<file path="src/rtl/strap_cfg_pkg.sv">
package strap_cfg_pkg;

    localparam int unsigned REG_W     = 8;
    localparam int unsigned STRAP_W   = 5;
    localparam int unsigned LINES_W   = STRAP_W + 1;
    localparam int unsigned AUX_POS   = STRAP_W;
    localparam logic [REG_W-1:0] IDX_RSV_A = 8'h4A;
    localparam logic [REG_W-1:0] IDX_RSV_B = 8'h4B;
    localparam logic [REG_W-1:0] IDX_STRAP = 8'h4C;

    // Bit order matters: bit 4 dot clock ... bit 0 IO mode.
    typedef struct packed {
        logic dot_int;
        logic mem_int;
        logic host_int;
        logic pci_half;
        logic io_user;
    } strap_t;

    typedef enum logic [1:0] {
        SEL_NONE  = 2'd0,
        SEL_RSV   = 2'd1,
        SEL_STRAP = 2'd2
    } idx_sel_e;

    typedef enum logic {
        PCI_DIV3 = 1'b0,
        PCI_DIV2 = 1'b1
    } pci_div_e;

    function automatic idx_sel_e decode_idx(input logic [REG_W-1:0] idx);
        if (idx == IDX_STRAP)
            return SEL_STRAP;
        else if (idx == IDX_RSV_A || idx == IDX_RSV_B)
            return SEL_RSV;
        else
            return SEL_NONE;
    endfunction

    function automatic logic [REG_W-1:0] reg_view(input strap_t s);
        logic [REG_W-1:0] v;
        v = '0;
        v[STRAP_W-1:0] = s;
        return v;
    endfunction

endpackage

</file>
<file path="src/rtl/strap_sampler.sv">
module strap_sampler
    import strap_cfg_pkg::*;
(
    input  logic               clk,
    input  logic               rst,
    input  logic [LINES_W-1:0] lines,
    output strap_t             sample,
    output logic               aux_q
);

    assign sample = strap_t'(lines[STRAP_W-1:0]);

    always_ff @(posedge clk) begin
        if (rst)
            aux_q <= lines[AUX_POS];
    end

    // the flag never moves outside reset
    a_r2_aux_hold: assert property (@(posedge clk) disable iff (rst)
        !$past(rst) |-> $stable(aux_q));

endmodule

</file>
<file path="src/rtl/strap_cfg_port.sv">
module strap_cfg_port
    import strap_cfg_pkg::*;
(
    input  logic             clk,
    input  logic             rst,
    input  strap_t           sample,
    input  logic             idx_we,
    input  logic             dat_we,
    input  logic             dat_re,
    input  logic [REG_W-1:0] wdata,
    output logic [REG_W-1:0] rdata,
    output strap_t           strap_q
);

    logic [REG_W-1:0] idx_q;
    idx_sel_e         sel;
    logic             wr_strap;
    logic [REG_W-1:0] rd_mux;

    assign sel      = decode_idx(idx_q);
    assign wr_strap = dat_we && !rst && (sel == SEL_STRAP);

    always_comb begin
        unique case (sel)
            SEL_STRAP: rd_mux = reg_view(strap_q);
            default:   rd_mux = '0;
        endcase
    end

    always_ff @(posedge clk) begin
        if (rst) begin
            idx_q   <= '0;
            rdata   <= '0;
            strap_q <= sample;
        end else begin
            if (idx_we)
                idx_q <= wdata;
            if (dat_re)
                rdata <= rd_mux;
            if (wr_strap)
                strap_q <= strap_t'(wdata[STRAP_W-1:0]);
        end
    end

    // value held on release equals the lines at the last reset edge
    a_r1_capture_hold: assert property (@(posedge clk) disable iff (rst)
        $fell(rst) |-> strap_q == $past(sample));

    // a strap write lands on the next edge
    a_r8_write_lands: assert property (@(posedge clk) disable iff (rst)
        !$past(rst) && $past(wr_strap) |-> strap_q == strap_t'($past(wdata[STRAP_W-1:0])));

    // without a write the register does not move after reset
    a_r12_no_drift: assert property (@(posedge clk) disable iff (rst)
        !$past(rst) && !$past(wr_strap) |-> $stable(strap_q));

    // reads away from the strap index return zero
    a_r10_rsv_zero: assert property (@(posedge clk) disable iff (rst)
        !$past(rst) && $past(dat_re) && $past(sel) != SEL_STRAP |-> rdata == '0);

endmodule

</file>
<file path="src/rtl/strap_clk_ctrl.sv">
module strap_clk_ctrl
    import strap_cfg_pkg::*;
(
    input  strap_t strap_q,
    output logic   dclk_drive,
    output logic   mclk_drive,
    output logic   hclk_drive,
    output logic   pci_div2_sel,
    output logic   io_normal_sel
);

    pci_div_e pci_div;

    assign pci_div       = strap_q.pci_half ? PCI_DIV2 : PCI_DIV3;
    assign dclk_drive    = strap_q.dot_int;
    assign mclk_drive    = strap_q.mem_int;
    assign hclk_drive    = strap_q.host_int;
    assign pci_div2_sel  = (pci_div == PCI_DIV2);
    assign io_normal_sel = strap_q.io_user;

endmodule

</file>
<file path="src/rtl/strap_cfg_top.sv">
module strap_cfg_top
    import strap_cfg_pkg::*;
(
    input  logic               clk,
    input  logic               rst,
    input  logic [LINES_W-1:0] strap_lines,
    input  logic               cfg_idx_we,
    input  logic               cfg_dat_we,
    input  logic               cfg_dat_re,
    input  logic [REG_W-1:0]   cfg_wdata,
    output logic [REG_W-1:0]   cfg_rdata,
    output logic               aux_strap_flag,
    output logic               dclk_drive,
    output logic               mclk_drive,
    output logic               hclk_drive,
    output logic               pci_div2_sel,
    output logic               io_normal_sel
);

    strap_t sample;
    strap_t strap_q;

    strap_sampler u_sampler (
        .clk    (clk),
        .rst    (rst),
        .lines  (strap_lines),
        .sample (sample),
        .aux_q  (aux_strap_flag)
    );

    strap_cfg_port u_port (
        .clk     (clk),
        .rst     (rst),
        .sample  (sample),
        .idx_we  (cfg_idx_we),
        .dat_we  (cfg_dat_we),
        .dat_re  (cfg_dat_re),
        .wdata   (cfg_wdata),
        .rdata   (cfg_rdata),
        .strap_q (strap_q)
    );

    strap_clk_ctrl u_ctrl (
        .strap_q       (strap_q),
        .dclk_drive    (dclk_drive),
        .mclk_drive    (mclk_drive),
        .hclk_drive    (hclk_drive),
        .pci_div2_sel  (pci_div2_sel),
        .io_normal_sel (io_normal_sel)
    );

    // read data is cleared by reset
    a_r11_rdata_clear: assert property (@(posedge clk) disable iff (rst)
        $fell(rst) |-> cfg_rdata == '0);

endmodule

</file>
<file path="config.mk">
export PLATFORM = sky130hd
export DESIGN_NAME = strap_cfg_top
export DESIGN_NICKNAME = d
export VERILOG_FILES = /design/src/rtl/strap_cfg_pkg.sv /design/src/rtl/strap_sampler.sv /design/src/rtl/strap_cfg_port.sv /design/src/rtl/strap_clk_ctrl.sv /design/src/rtl/strap_cfg_top.sv
export SDC_FILE = /design/constraint.sdc
export NUM_CORES = 1
export LEC_CHECK = 0
export BUFFER_PORTS_ARGS = -buffer_cell sky130_fd_sc_hd__buf_2
export CORE_MARGIN = 2
export CORE_UTILIZATION = 46
export DETAILED_ROUTE_END_ITERATION = 12
export PLACE_DENSITY = 0.86
export SETUP_SLACK_MARGIN = 0.05
export SYNTH_ARGS = -nofsm -noshare
export SYNTH_HDL_FRONTEND = slang
export SYNTH_SLANG_ARGS = --single-unit
</file>
<file path="constraint.sdc">
create_clock -name clk -period 2.6 [get_ports clk]
set_input_delay 0.52 -clock clk [delete_from_list [all_inputs] [get_ports clk]]
set_output_delay 0.52 -clock clk [all_outputs]
set_load 0.01 [all_outputs]
</file>
---- Word level (Yosys, flattened, before mapping) ----
Index checks and enable logic that the tools add are counted.
W data, S select, Z words.
storage, ports and cells
  bits in registers ....................... 22
  input bits .............................. 19
  output and inout bits ................... 14
  logic and storage cells ................. 23
operators by class
  equality and inequality tests ........... 4
  multiplexer cells ....................... 6
  reductions and logical operators ........ 5
operator list
  operator              number
  $eq A8 B7 Y1 const B  3
  $mux W5               3
  $eq A2 B2 Y1 const B  1
  $logic_and A1 B1 Y1   2
  $mux W1               2
  $mux W2               1
  $reduce_bool A2 Y1    1
  $logic_not A1 Y1      1
  $logic_or A1 B1 Y1    1

---- Logic depth before layout (Yosys ltp) ----
Gate-level depths: netlist of run 1.
  depth in word-level cells ............... 8
  gate-level depth with buffers ........... 4
  mapped depth without buffers ............ 2

---- Modules after synthesis ----
A second synthesis of run 1 with hierarchy kept.
second synthesis, totals
  cells, all modules ...................... 79
  area total of the unflattened synthesis .. 938.4 um2
modules (own cells, without submodules)
  module          times used  cells each  area an instance (um2)
  strap_cfg_port  1           68          833.3
  strap_sampler   1           6           67.6
  strap_clk_ctrl  1           5           37.5

---- Worst setup path after synthesis of run 1 ----
Ideal clock, no wire load.
  path kind ............................... flip-flop to flip-flop
  start point ............................. register u_port.idx_q[7]
  end point ............................... register, netlist name u_port.strap_q[0]
  arrival time ............................ 1,440 ps
  setup slack ............................. 784 ps
  stages on the path, launching flop included .. 4
  path buffers ............................ 1
  clock period less this slack ............ 1,816 ps
  path through ............................ dfxtp_1 -> or4b_4 -> buf_6 -> o31ai_1
between the ends
  word-level cells in the longest chain between the ends .. 7
RTL lines
  what                              line                  source
  start, declared                   strap_cfg_port.sv:15  logic [REG_W-1:0] idx_q;
  start signal, assigned            strap_cfg_port.sv:37  idx_q <= wdata;
  $eq A8 B7 Y1                      strap_cfg_pkg.sv:34   else if (idx == IDX_RSV_A || idx == IDX_RSV_B)
  $logic_or A1 B1 Y1                strap_cfg_pkg.sv:34
  $mux W1                           strap_cfg_pkg.sv:34
  $mux W2 (*)                       strap_cfg_pkg.sv:32   if (idx == IDX_STRAP)
  $eq A2 B2 Y1 (*)                  strap_cfg_port.sv:21  assign wr_strap = dat_we && !rst && (sel == SEL_STRAP);
  $logic_and A1 B1 Y1 (*)           strap_cfg_port.sv:21
  $reduce_bool A2 Y1 (no line) (*)  -
Every way passes the cells marked *; elsewhere a longest branch is shown, timed or not.
A chain may end at the register's enable or synchronous reset.

---- Final worst setup path of run 1 ----
  start point ............................. register u_port.idx_q[7]
  end point ............................... register, netlist name u_port.strap_q[3]
between the ends
  word-level cells in the longest chain between the ends .. 7
RTL lines
  what                              line
  $eq A8 B7 Y1                      strap_cfg_pkg.sv:34
  $logic_or A1 B1 Y1                strap_cfg_pkg.sv:34
  $mux W1                           strap_cfg_pkg.sv:34
  $mux W2 (*)                       strap_cfg_pkg.sv:32
  $eq A2 B2 Y1 (*)                  strap_cfg_port.sv:21
  $logic_and A1 B1 Y1 (*)           strap_cfg_port.sv:21
  $reduce_bool A2 Y1 (no line) (*)  -
Marks and branches as above.

==> results of run 1 <==
==> flip-flops by register name, indices dropped and copies added (netlist names) <==
signal           count
u_port.rdata         5
u_sampler.aux_q      1
u_port.strap_q       5
u_port.idx_q         8
==> through the flow <==
stage          hold slack, ns  total power [uW]  instance area, um^2
6_report                0.405               533                 1010
5_1_grt                 0.398               553                 1010
3_3_place_gp            0.469               395                  980
3_5_place_dp            0.482               397                  980
2_1_floorplan           0.452               377                  853
4_1_cts                 0.401               538                 1010
==> critical path, stage by stage, from the launching register on <==
cell	delay, ns
sky130_fd_sc_hd__dfxtp_1	0.32
sky130_fd_sc_hd__or4b_4	0.59
sky130_fd_sc_hd__o31ai_1	0.60
==> layer usage <==
layer | share of wire (%) | global-route usage (%) | vias up
met1 | 46 | 16.1 | 260
met4 | 1.3 | 6.67 | 0
met5 | 0 | 0 | -
met3 | 7.5 | 2.69 | 4
li1 | - | - | 294
met2 | 45 | 23.0 | 24
==> power by group <==
group | total, uW | leakage [uW] | switching (uW) | internal [uW]
registers | 327 | 0.000165 | 6.26 | 321
clock network | 143 | 0.0000177 | 86.2 | 57.2
logic | 62.0 | 0.000281 | 33.3 | 28.7
total | 533 | 0.000464 | 126 | 407
==> cell usage in the layout, fill, tap and decap left out, types with 2 or more instances in the layout <==
master	instances
sky130_fd_sc_hd__buf_2	29
sky130_fd_sc_hd__dfxtp_1	13
sky130_fd_sc_hd__mux2i_1	8
sky130_fd_sc_hd__nor2_1	8
sky130_fd_sc_hd__edfxtp_1	6
sky130_fd_sc_hd__mux2_1	5
sky130_fd_sc_hd__nand2_1	4
sky130_fd_sc_hd__or3b_2	4
sky130_fd_sc_hd__o41ai_2	4
sky130_fd_sc_hd__conb_1	3
sky130_fd_sc_hd__clkbuf_4	3
sky130_fd_sc_hd__inv_1	2
==> cells by family (layout without fill, tap and decap cells) <==
logic type | count (synthesis) | count (layout) | share of synthesized area (%)
AND/OR/NAND/NOR | 20 | 20 | 14.1
flip-flops | 19 | 19 | 52.1
multiplexers | 13 | 13 | 16.1
buffers and inverters | 10 | 35 | 6.80
AO/OA/AOI/OAI | 6 | 6 | 10.5
other | 1 | 3 | 0.443
==> layout make-up <==
cell class | instances | area [um^2]
Inverter | 2 | 7.51
Timing Repair Buffer | 29 | 145
Multi-Input combinational cell | 42 | 355
Clock buffer | 3 | 22.5
Tap cell | 25 | 31.3
Sequential cell | 19 | 440
Clock inverter | 1 | 5.00
Fill cell | 159 | 719
==> how the worst max path moves through the flow <==
stage                               start           endpoint  slack [ns]  cells after the start
after floorplan           u_port.idx_q[7]  u_port.strap_q[0]        0.78                      3
after global placement    u_port.idx_q[7]  u_port.strap_q[1]        0.78                      2
after detailed placement  u_port.idx_q[7]  u_port.strap_q[1]        0.72                      2
after CTS                 u_port.idx_q[7]  u_port.strap_q[3]        0.71                      2
after global routing      u_port.idx_q[7]  u_port.strap_q[1]        0.57                      2
final                     u_port.idx_q[7]  u_port.strap_q[3]        0.73                      2
==> flow_summary.rst, run 1 <==
.. list-table::
   :header-rows: 1

   * - Metric
     - Value
   * - Run status
     - completed
   * - Worst min-delay path endpoint
     - u_sampler.aux_q
   * - Maximum clock frequency
     - 0.534 GHz
   * - Ys flop type
     - sky130_fd_sc_hd__dfxtp_1
   * - Root Driver
     - sky130_fd_sc_hd__clkbuf_4
   * - Highest fanout seen on the critical path
     - 6
   * - Vias post-DR
     - 582
   * - Number of global-route vias before repair
     - 503
   * - Number of antenna violations at the first check in global routing
     - 0
   * - Std-Cell Rows
     - 15
   * - Crit path arrival time
     - 1.81 ns
   * - Netlist area before placement
     - 846 um^2
   * - Average detailed-routed wire length per instance
     - 11.2 um
   * - Routability congestion estimate from global placement
     - 0.700
   * - Number of placed cells counting well taps
     - 117
   * - Fin. max-slew vios
     - 0
   * - Total power per unit cell area
     - 529 nW/um^2
   * - Top cells by count, synth
     - sky130_fd_sc_hd__dfxtp_1, sky130_fd_sc_hd__mux2i_1, sky130_fd_sc_hd__nor2_1
   * - Register bit count reported by yosys
     - 19
   * - Placeable core region
     - 1730 um^2
   * - Number of setup violations in the final report
     - 0
   * - Ratio of cells with drive above 1 in the final layout
     - 44.8%
   * - Top cells by area, synth
     - sky130_fd_sc_hd__dfxtp_1, sky130_fd_sc_hd__edfxtp_1, sky130_fd_sc_hd__mux2i_1
   * - Asr flop ratio synth
     - 0%
   * - Area leader, netlist
     - sky130_fd_sc_hd__dfxtp_1
   * - Level count of the clock H-tree
     - 1
   * - Synthesis-to-layout area growth
     - 19.1%
   * - Number of cells on the worst reg-to-reg path
     - 2
   * - Area share of the largest cell type after synthesis
     - 30.8%
   * - Die boundary height
     - 46.9 um
   * - Horizontal die dimension
     - 46.9 um
   * - Grt ovf
     - 0
   * - Setup Total Neg Slack
     - 0 ns
   * - Clk pin slew, worst setup/hold paths
     - 0.10 ns
   * - Hold violation count in the final report
     - 0
   * - Port Buffer Count
     - 29
   * - Area of the die
     - 2200 um^2
   * - Setup repair after global routing missed its margin
     - no
   * - Worst Tran Pin Value
     - 0.688 ns
   * - Count of unresolved DRC violations after routing
     - 0
   * - Worst rel slew slack
     - 53.8%
   * - Initial DRC count
     - 7
   * - Synthesized area per cell
     - 12.3 um^2
   * - Path type of the worst setup path
     - reg -> reg
   * - Count of pins on the block boundary
     - 33
   * - N_diodes
     - 0
   * - Clock Path Buffers
     - 2
   * - Maximum vdd drop
     - 0.342 mV
   * - Worst clock skew
     - 0.00256 ns
   * - Sequential element share of the synthesized area
     - 52.1%
   * - First-pass DRT Iterations
     - 2
   * - Synth Warn #
     - 0
   * - Worst slack at placement
     - 0.719 ns
   * - CTS tree
     - built
   * - Static leakage power
     - 0.000464 uW
   * - Post-CTS Hold Fix Bufs
     - 0
   * - Clock buffer count from CTS
     - 3
   * - Pin count of the biggest net entering global routing
     - 26
   * - Final worst slack
     - 0.728 ns
   * - Global Route Usage Sum
     - 13.5%
   * - Detailed-route vias per instance
     - 4.81
   * - Layout Nets
     - 116
   * - Critical hold path startpoint
     - strap_lines[5]
   * - Crit path capture type
     - flip-flop
   * - Post-CTS resize count
     - 0
   * - Post-route antenna net violation count
     - 0
   * - Post-CTS setup buffer count
     - 0
   * - Hold path cells
     - 1
   * - Clk_lat worst skew
     - 0.29 ns
   * - Worst reg2reg path startpoint
     - u_port.idx_q[7]
   * - Min Clock Period, post-route
     - 1.87 ns
   * - Final standard cell utilization of the core
     - 58.3%
   * - Critical Path RT
     - 2.53 ns
   * - CTS Sinks
     - 19
   * - Filler-free cell count of the finished design
     - 121
   * - Post-synthesis cell count
     - 69
   * - Kind of start point of the critical path
     - flip-flop
   * - Starting Density
     - 49.0%
   * - Fraction of the cycle the final worst path needs
     - 72.0%
   * - Global-route wire length before repair
     - 2060 um
   * - Library cell with the highest instance count after synthesis
     - sky130_fd_sc_hd__dfxtp_1
   * - Number of different library cells in the post-synthesis netlist
     - 20
   * - Setup slack of the most critical reg-to-reg path
     - 0.73 ns
   * - Final routed wirelength across all metal layers
     - 1360 um
   * - Endpoint of the lowest-slack register-to-register path
     - u_port.strap_q[3]
   * - Class of the tightest hold or removal check
     - in -> reg
   * - # Max-Cap Violations
     - 0
   * - Count of flip-flops with a built-in enable after synthesis
     - 6
Power figures use the tool's default switching activity.
==> inputs of run 2 (changes only) <==
==> constraint.sdc (replaced) <==
create_clock -name clk -period 1.9 [get_ports clk]
set_input_delay 0.38 -clock clk [delete_from_list [all_inputs] [get_ports clk]]
set_output_delay 0.38 -clock clk [all_outputs]
set_load 0.01 [all_outputs]
==> run 2 against run 1 <==
Effect of this change:
- final area rose by 1.5%
- sequential share of layout area decreased by 0.64 points
- setup slack got worse by 0.45 ns
- maximum frequency rose by 15%
- critical path type unchanged
- clock skew rose by 0.0092 ns
- sequential cell count unchanged
- highest routed layer is now met3
- core utilization increased by 0.87 points
==> flow_summary.rst, run 2 (synthesis gave the netlist of run 1 again) <==
.. list-table::
   :header-rows: 1

   * - Metric
     - Value
   * - Combined buffer and inverter count along the critical path
     - 1
   * - Global Route Usage Sum
     - 13.6%
   * - Area of the die
     - 2200 um^2
   * - Post-CTS resize count
     - 0
   * - Area of all sequential standard cells
     - 440 um^2
   * - Crit path max-delay cell type
     - sky130_fd_sc_hd__or4b_4
   * - Endpoint of the lowest-slack register-to-register path
     - u_port.strap_q[3]
   * - Crit path capture type
     - flip-flop
   * - Highest metal layer with signal wires
     - met3
   * - Fin. max-slew vios
     - 0
   * - Post-detail-place hpwl
     - 1090 um
   * - Highest fanout seen on the critical path
     - 6
   * - Global-route wire length before repair
     - 2100 um
   * - Root Driver
     - sky130_fd_sc_hd__clkbuf_4
   * - Met2 layer wire length in the routed design
     - 654 um
   * - Grt ovf
     - 0
   * - Setup Total Neg Slack
     - 0 ns
   * - Die boundary height
     - 46.9 um
   * - Setup slack of the most critical reg-to-reg path
     - 0.28 ns
   * - Post-CTS setup buffer count
     - 0
   * - Leading cell type in the layout, fill and taps excluded
     - sky130_fd_sc_hd__buf_2
   * - Critical hold path startpoint
     - strap_lines[5]
   * - Starting Density
     - 49.0%
   * - Post-route cell area
     - 1020 um^2
   * - Number of global-route vias before repair
     - 507
   * - Power after layout
     - 731 uW
   * - Number of cells on the worst reg-to-reg path
     - 3
   * - Layout fillers
     - 158
   * - Kind of start point of the critical path
     - flip-flop
   * - Worst reg2reg path startpoint
     - u_port.idx_q[7]
   * - Maximum vdd drop
     - 0.475 mV
   * - Clock Path Buffers
     - 2
   * - Crit path arrival time
     - 1.63 ns
   * - Static leakage power
     - 0.000473 uW
   * - Path type of the worst setup path
     - reg -> reg
   * - CTS tree
     - built
   * - Layout Nets
     - 118
   * - Ordered cell list for the critical path
     - or4b_4 -> o31ai_1 -> buf_4
   * - Horizontal die dimension
     - 46.9 um
   * - Post-route antenna net violation count
     - 0
   * - Vias post-DR
     - 600
   * - CP top delay family
     - simple AND/OR/NAND/NOR gates
   * - Pin count of the biggest net entering global routing
     - 26
   * - Count of unresolved DRC violations after routing
     - 0
   * - Initial DRC count
     - 7
   * - Met3 WL
     - 129 um
   * - Clk_lat worst skew
     - 0.29 ns
   * - Run status
     - completed
   * - Max FFs per register
     - 8
   * - Register with the most flip-flops
     - u_port.idx_q
   * - Port Buffer Count
     - 29
   * - # Max-Cap Violations
     - 0
   * - Worst min-delay path endpoint
     - u_sampler.aux_q
   * - Area occupied by multi-input gates
     - 355 um^2
   * - Clk pin slew, worst setup/hold paths
     - 0.11 ns
   * - Maximum clock frequency
     - 0.617 GHz
   * - Final routed wirelength across all metal layers
     - 1440 um
   * - Number of setup violations in the final report
     - 0
   * - Ratio of cells with drive above 1 in the final layout
     - 45.9%
   * - Worst clock skew
     - 0.0118 ns
   * - Setup repair after global routing missed its margin
     - no
   * - Instance area at placement
     - 995 um^2
   * - Number of antenna violations at the first check in global routing
     - 0
   * - CP peak stage delay
     - 0.60 ns
   * - Placeable core region
     - 1730 um^2
   * - Detailed-route vias per instance
     - 4.88
   * - Min Clock Period, post-route
     - 1.62 ns
   * - Level count of the clock H-tree
     - 1
   * - Clock buffer count from CTS
     - 3
   * - Fraction of the cycle the final worst path needs
     - 85.3%
   * - Std-Cell Rows
     - 15
   * - Routability congestion estimate from global placement
     - 0.739
   * - Critical Path RT
     - 1.91 ns
   * - Hold WS
     - 0.255 ns
   * - Total power per unit cell area
     - 715 nW/um^2
   * - Wire length on met1
     - 651 um
   * - Average detailed-routed wire length per instance
     - 11.7 um
   * - First-pass DRT Iterations
     - 4
   * - N_diodes
     - 0
   * - Count of pins on the block boundary
     - 33
   * - CTS Sinks
     - 19
   * - Top library cells by usage in the layout, fill and taps aside
     - sky130_fd_sc_hd__buf_2, sky130_fd_sc_hd__dfxtp_1, sky130_fd_sc_hd__mux2i_1, sky130_fd_sc_hd__nor2_1, sky130_fd_sc_hd__edfxtp_1
   * - Hold violation count in the final report
     - 0
   * - Registers with the most flip-flops
     - u_port.idx_q: 8 flops, u_port.rdata: 5 flops, u_port.strap_q: 5 flops
   * - Synthesis-to-layout area growth
     - 20.9%
   * - Hold path cells
     - 1
   * - Post-CTS Hold Fix Bufs
     - 0
   * - Class of the tightest hold or removal check
     - in -> reg
run 2: cell types whose count changed in the layout (fill, tap and decap cells not counted):
cell / delta
sky130_fd_sc_hd__buf_4: +2
run 2: worst reg2reg max path, delay by kind of cell (launching register included):
family / cells / cell delay (ns)
flops: 1 / 0.33
simple gates: 1 / 0.60
compound gates: 1 / 0.22
buf+inv: 1 / 0.18
run 2: final cells by class:
cell class | instances | area share (%)
clock buffer | 3 | 2.20
clock inverter | 1 | 0.490
inverter | 2 | 0.734
multi-input combinational | 42 | 34.8
sequential | 19 | 43.1
tap | 25 | 3.06
timing repair buffer | 31 | 15.7
run 2: worst max path at each step:
stage	startpoint	to	slack [ns]	depth (start not counted)
detailed placement	u_port.idx_q[7]	u_port.strap_q[0]	0.31	3
finish	u_port.idx_q[7]	u_port.strap_q[3]	0.28	3
CTS	u_port.idx_q[7]	u_port.strap_q[3]	0.29	3
floorplan	u_port.idx_q[7]	u_port.strap_q[0]	0.08	3
global placement	u_port.idx_q[7]	u_port.strap_q[1]	0.34	3
global route	u_port.idx_q[7]	u_port.strap_q[3]	0.26	3
run 2: power breakdown:
| part | internal (uW) | total (uW) | switching [uW] |
|---|---|---|---|
| clock network | 78.2 | 195 | 117 |
| logic | 41.0 | 88.0 | 47.0 |
| registers | 439 | 448 | 8.55 |
run 2: metrics by stage:
step           worst slack (ns)  cells  util [%]
4_1_cts                   0.285    123      59.2
2_1_floorplan            0.0840     71         -
3_3_place_gp              0.336    119      57.6
3_5_place_dp              0.307    119      57.6
5_1_grt                   0.257    123      59.2
6_report                  0.279    123      59.2
run 2: per-layer routing:
metal	GRT usage [%]	vias to the layer above
met4	8.33	0
li1	-	298
met2	21.1	26
met3	2.31	0
met1	17.7	276
met5	0	-
==> inputs of run 3 (changes only) <==
--- a/config.mk
+++ b/config.mk
@@ -6,7 +6,6 @@
 export NUM_CORES = 1
 export LEC_CHECK = 0
 export BUFFER_PORTS_ARGS = -buffer_cell sky130_fd_sc_hd__buf_2
-export CORE_MARGIN = 2
 export CORE_UTILIZATION = 46
 export DETAILED_ROUTE_END_ITERATION = 12
 export PLACE_DENSITY = 0.86
==> run 3 against run 2 <==
Effect of this change:
- non-clock buffer count unchanged
- routed wire length decreased by 3.5%
- die area shrank 8.4%
- clock skew is 0.0096 ns lower
- sequential share of layout area up 0.053 points
- highest routed layer is now met4
- combinational power barely moved
- maximum frequency increased by 1.9%
- core utilization is 0.072 points lower
- sequential cell count did not move
- first-iteration DRC count up 57%
- clock power about the same
==> flow_summary.rst, run 3 (synthesis gave the netlist of run 1 again) <==
.. list-table::
   :header-rows: 1

   * - Metric
     - Value
   * - Instance area at placement
     - 995 um^2
   * - Crit path arrival time
     - 1.60 ns
   * - Post-route antenna net violation count
     - 0
   * - Layout Nets
     - 118
   * - Path type of the worst setup path
     - reg -> reg
   * - Std-Cell Rows
     - 15
   * - Horizontal die dimension
     - 44.9 um
   * - Maximum vdd drop
     - 0.521 mV
   * - Setup repair after global routing missed its margin
     - no
   * - Level count of the clock H-tree
     - 1
   * - Worst clock skew
     - 0.00215 ns
   * - Area of the die
     - 2010 um^2
   * - Global Route Usage Sum
     - 15.2%
   * - Layout fillers
     - 169
   * - Clock Path Buffers
     - 2
   * - CTS Sinks
     - 19
   * - N_diodes
     - 0
   * - Fraction of the cycle the final worst path needs
     - 83.7%
   * - Number of setup violations in the final report
     - 0
   * - Static leakage power
     - 0.000470 uW
   * - Placeable core region
     - 1730 um^2
   * - Final routed wirelength across all metal layers
     - 1390 um
   * - Highest fanout seen on the critical path
     - 6
   * - Ordered cell list for the critical path
     - or4b_4 -> o31ai_1 -> buf_4
   * - Maximum clock frequency
     - 0.629 GHz
   * - Run status
     - completed
   * - Crit path capture type
     - flip-flop
   * - Ratio of cells with drive above 1 in the final layout
     - 44.9%
   * - Clock buffer count from CTS
     - 3
   * - CP top delay family
     - simple AND/OR/NAND/NOR gates
   * - Number of antenna violations at the first check in global routing
     - 0
   * - Pin count of the biggest net entering global routing
     - 26
   * - Crit path max-delay cell type
     - sky130_fd_sc_hd__or4b_4
   * - Die boundary height
     - 44.9 um
   * - # Max-Cap Violations
     - 0
   * - Hold violation count in the final report
     - 0
   * - Setup Total Neg Slack
     - 0 ns
   * - Number of global-route vias before repair
     - 535
   * - Clk pin slew, worst setup/hold paths
     - 0.10 ns
   * - Post-CTS setup buffer count
     - 0
   * - Filler-free cell count of the finished design
     - 123
   * - Grt ovf
     - 0
   * - Class of the tightest hold or removal check
     - in -> reg
   * - Combined buffer and inverter count along the critical path
     - 1
   * - Synthesis-to-layout area growth
     - 20.7%
   * - Highest metal layer with signal wires
     - met4
   * - Count of pins on the block boundary
     - 33
   * - Leading cell type in the layout, fill and taps excluded
     - sky130_fd_sc_hd__buf_2
   * - CP peak stage delay
     - 0.60 ns
   * - Registers with the most flip-flops
     - u_port.idx_q: 8 flops, u_port.rdata: 5 flops, u_port.strap_q: 5 flops
   * - Total power per unit cell area
     - 713 nW/um^2
   * - Fin. max-slew vios
     - 0
   * - Final standard cell utilization of the core
     - 59.1%
   * - Final worst slack
     - 0.310 ns
   * - Post-CTS resize count
     - 0
   * - Port Buffer Count
     - 29
   * - Post-route cell area
     - 1020 um^2
   * - Max FFs per register
     - 8
   * - Register with the most flip-flops
     - u_port.idx_q
   * - First-pass DRT Iterations
     - 5
   * - Detailed-route vias per instance
     - 4.75
   * - Starting Density
     - 49.0%
   * - Met2 layer wire length in the routed design
     - 665 um
   * - Post-CTS Hold Fix Bufs
     - 0
   * - Vias post-DR
     - 584
   * - Count of unresolved DRC violations after routing
     - 0
   * - Root Driver
     - sky130_fd_sc_hd__clkbuf_4
   * - CTS tree
     - built
   * - Met3 WL
     - 82 um
   * - Average detailed-routed wire length per instance
     - 11.3 um
   * - Kind of start point of the critical path
     - flip-flop
   * - Worst slack at placement
     - 0.322 ns
   * - Wire length on met1
     - 620 um
   * - Top library cells by usage in the layout, fill and taps aside
     - sky130_fd_sc_hd__buf_2, sky130_fd_sc_hd__dfxtp_1, sky130_fd_sc_hd__mux2i_1, sky130_fd_sc_hd__nor2_1, sky130_fd_sc_hd__edfxtp_1
   * - Global-route wire length before repair
     - 2150 um
   * - Number of placed cells counting well taps
     - 119
   * - Min Clock Period, post-route
     - 1.59 ns
   * - Clk_lat worst skew
     - 0.29 ns
   * - Critical Path RT
     - 1.91 ns
   * - Area occupied by multi-input gates
     - 355 um^2
   * - Initial DRC count
     - 11
   * - Area of all sequential standard cells
     - 440 um^2
   * - Routability congestion estimate from global placement
     - 0.730
run 3: layout make-up:
cell class | instances | share of cell area (%)
timing repair buffer | 31 | 15.7
sequential | 19 | 43.1
inverter | 2 | 0.735
tap | 25 | 3.06
multi-input combinational | 42 | 34.8
clock buffer | 4 | 2.57
run 3: per-stage QoR:
stage / power, uW / hold slack [ns]
2_1_floorplan: 515 / 0.452
3_3_place_gp: 542 / 0.470
6_report: 728 / 0.263
3_5_place_dp: 546 / 0.485
4_1_cts: 737 / 0.260
5_1_grt: 763 / 0.248
run 3: power by group:
group	switching (uW)	leakage [uW]	total [uW]	internal, uW
Clock	111	0.0000150	193	81.5
Sequential	8.23	0.000165	447	439
Combinational	46.8	0.000290	87.8	41.0
Total	166	0.000470	728	562
run 3: worst paths after layout:
check	from	end	slack (ns)	cells after the start
max	u_port.idx_q[7]	u_port.strap_q[0]	0.31	3
min	strap_lines[5]	u_sampler.aux_q	0.26	1
max reg2reg	u_port.idx_q[7]	u_port.strap_q[0]	0.31	3
min reg2reg	u_port.idx_q[2]	u_port.idx_q[2]	0.50	2
run 3: routing by layer:
layer	vias to the layer above	GRT usage (%)
met2	22	26.8
met3	2	4.00
met4	0	7.27
li1	297	-
met1	263	16.9
met5	-	0
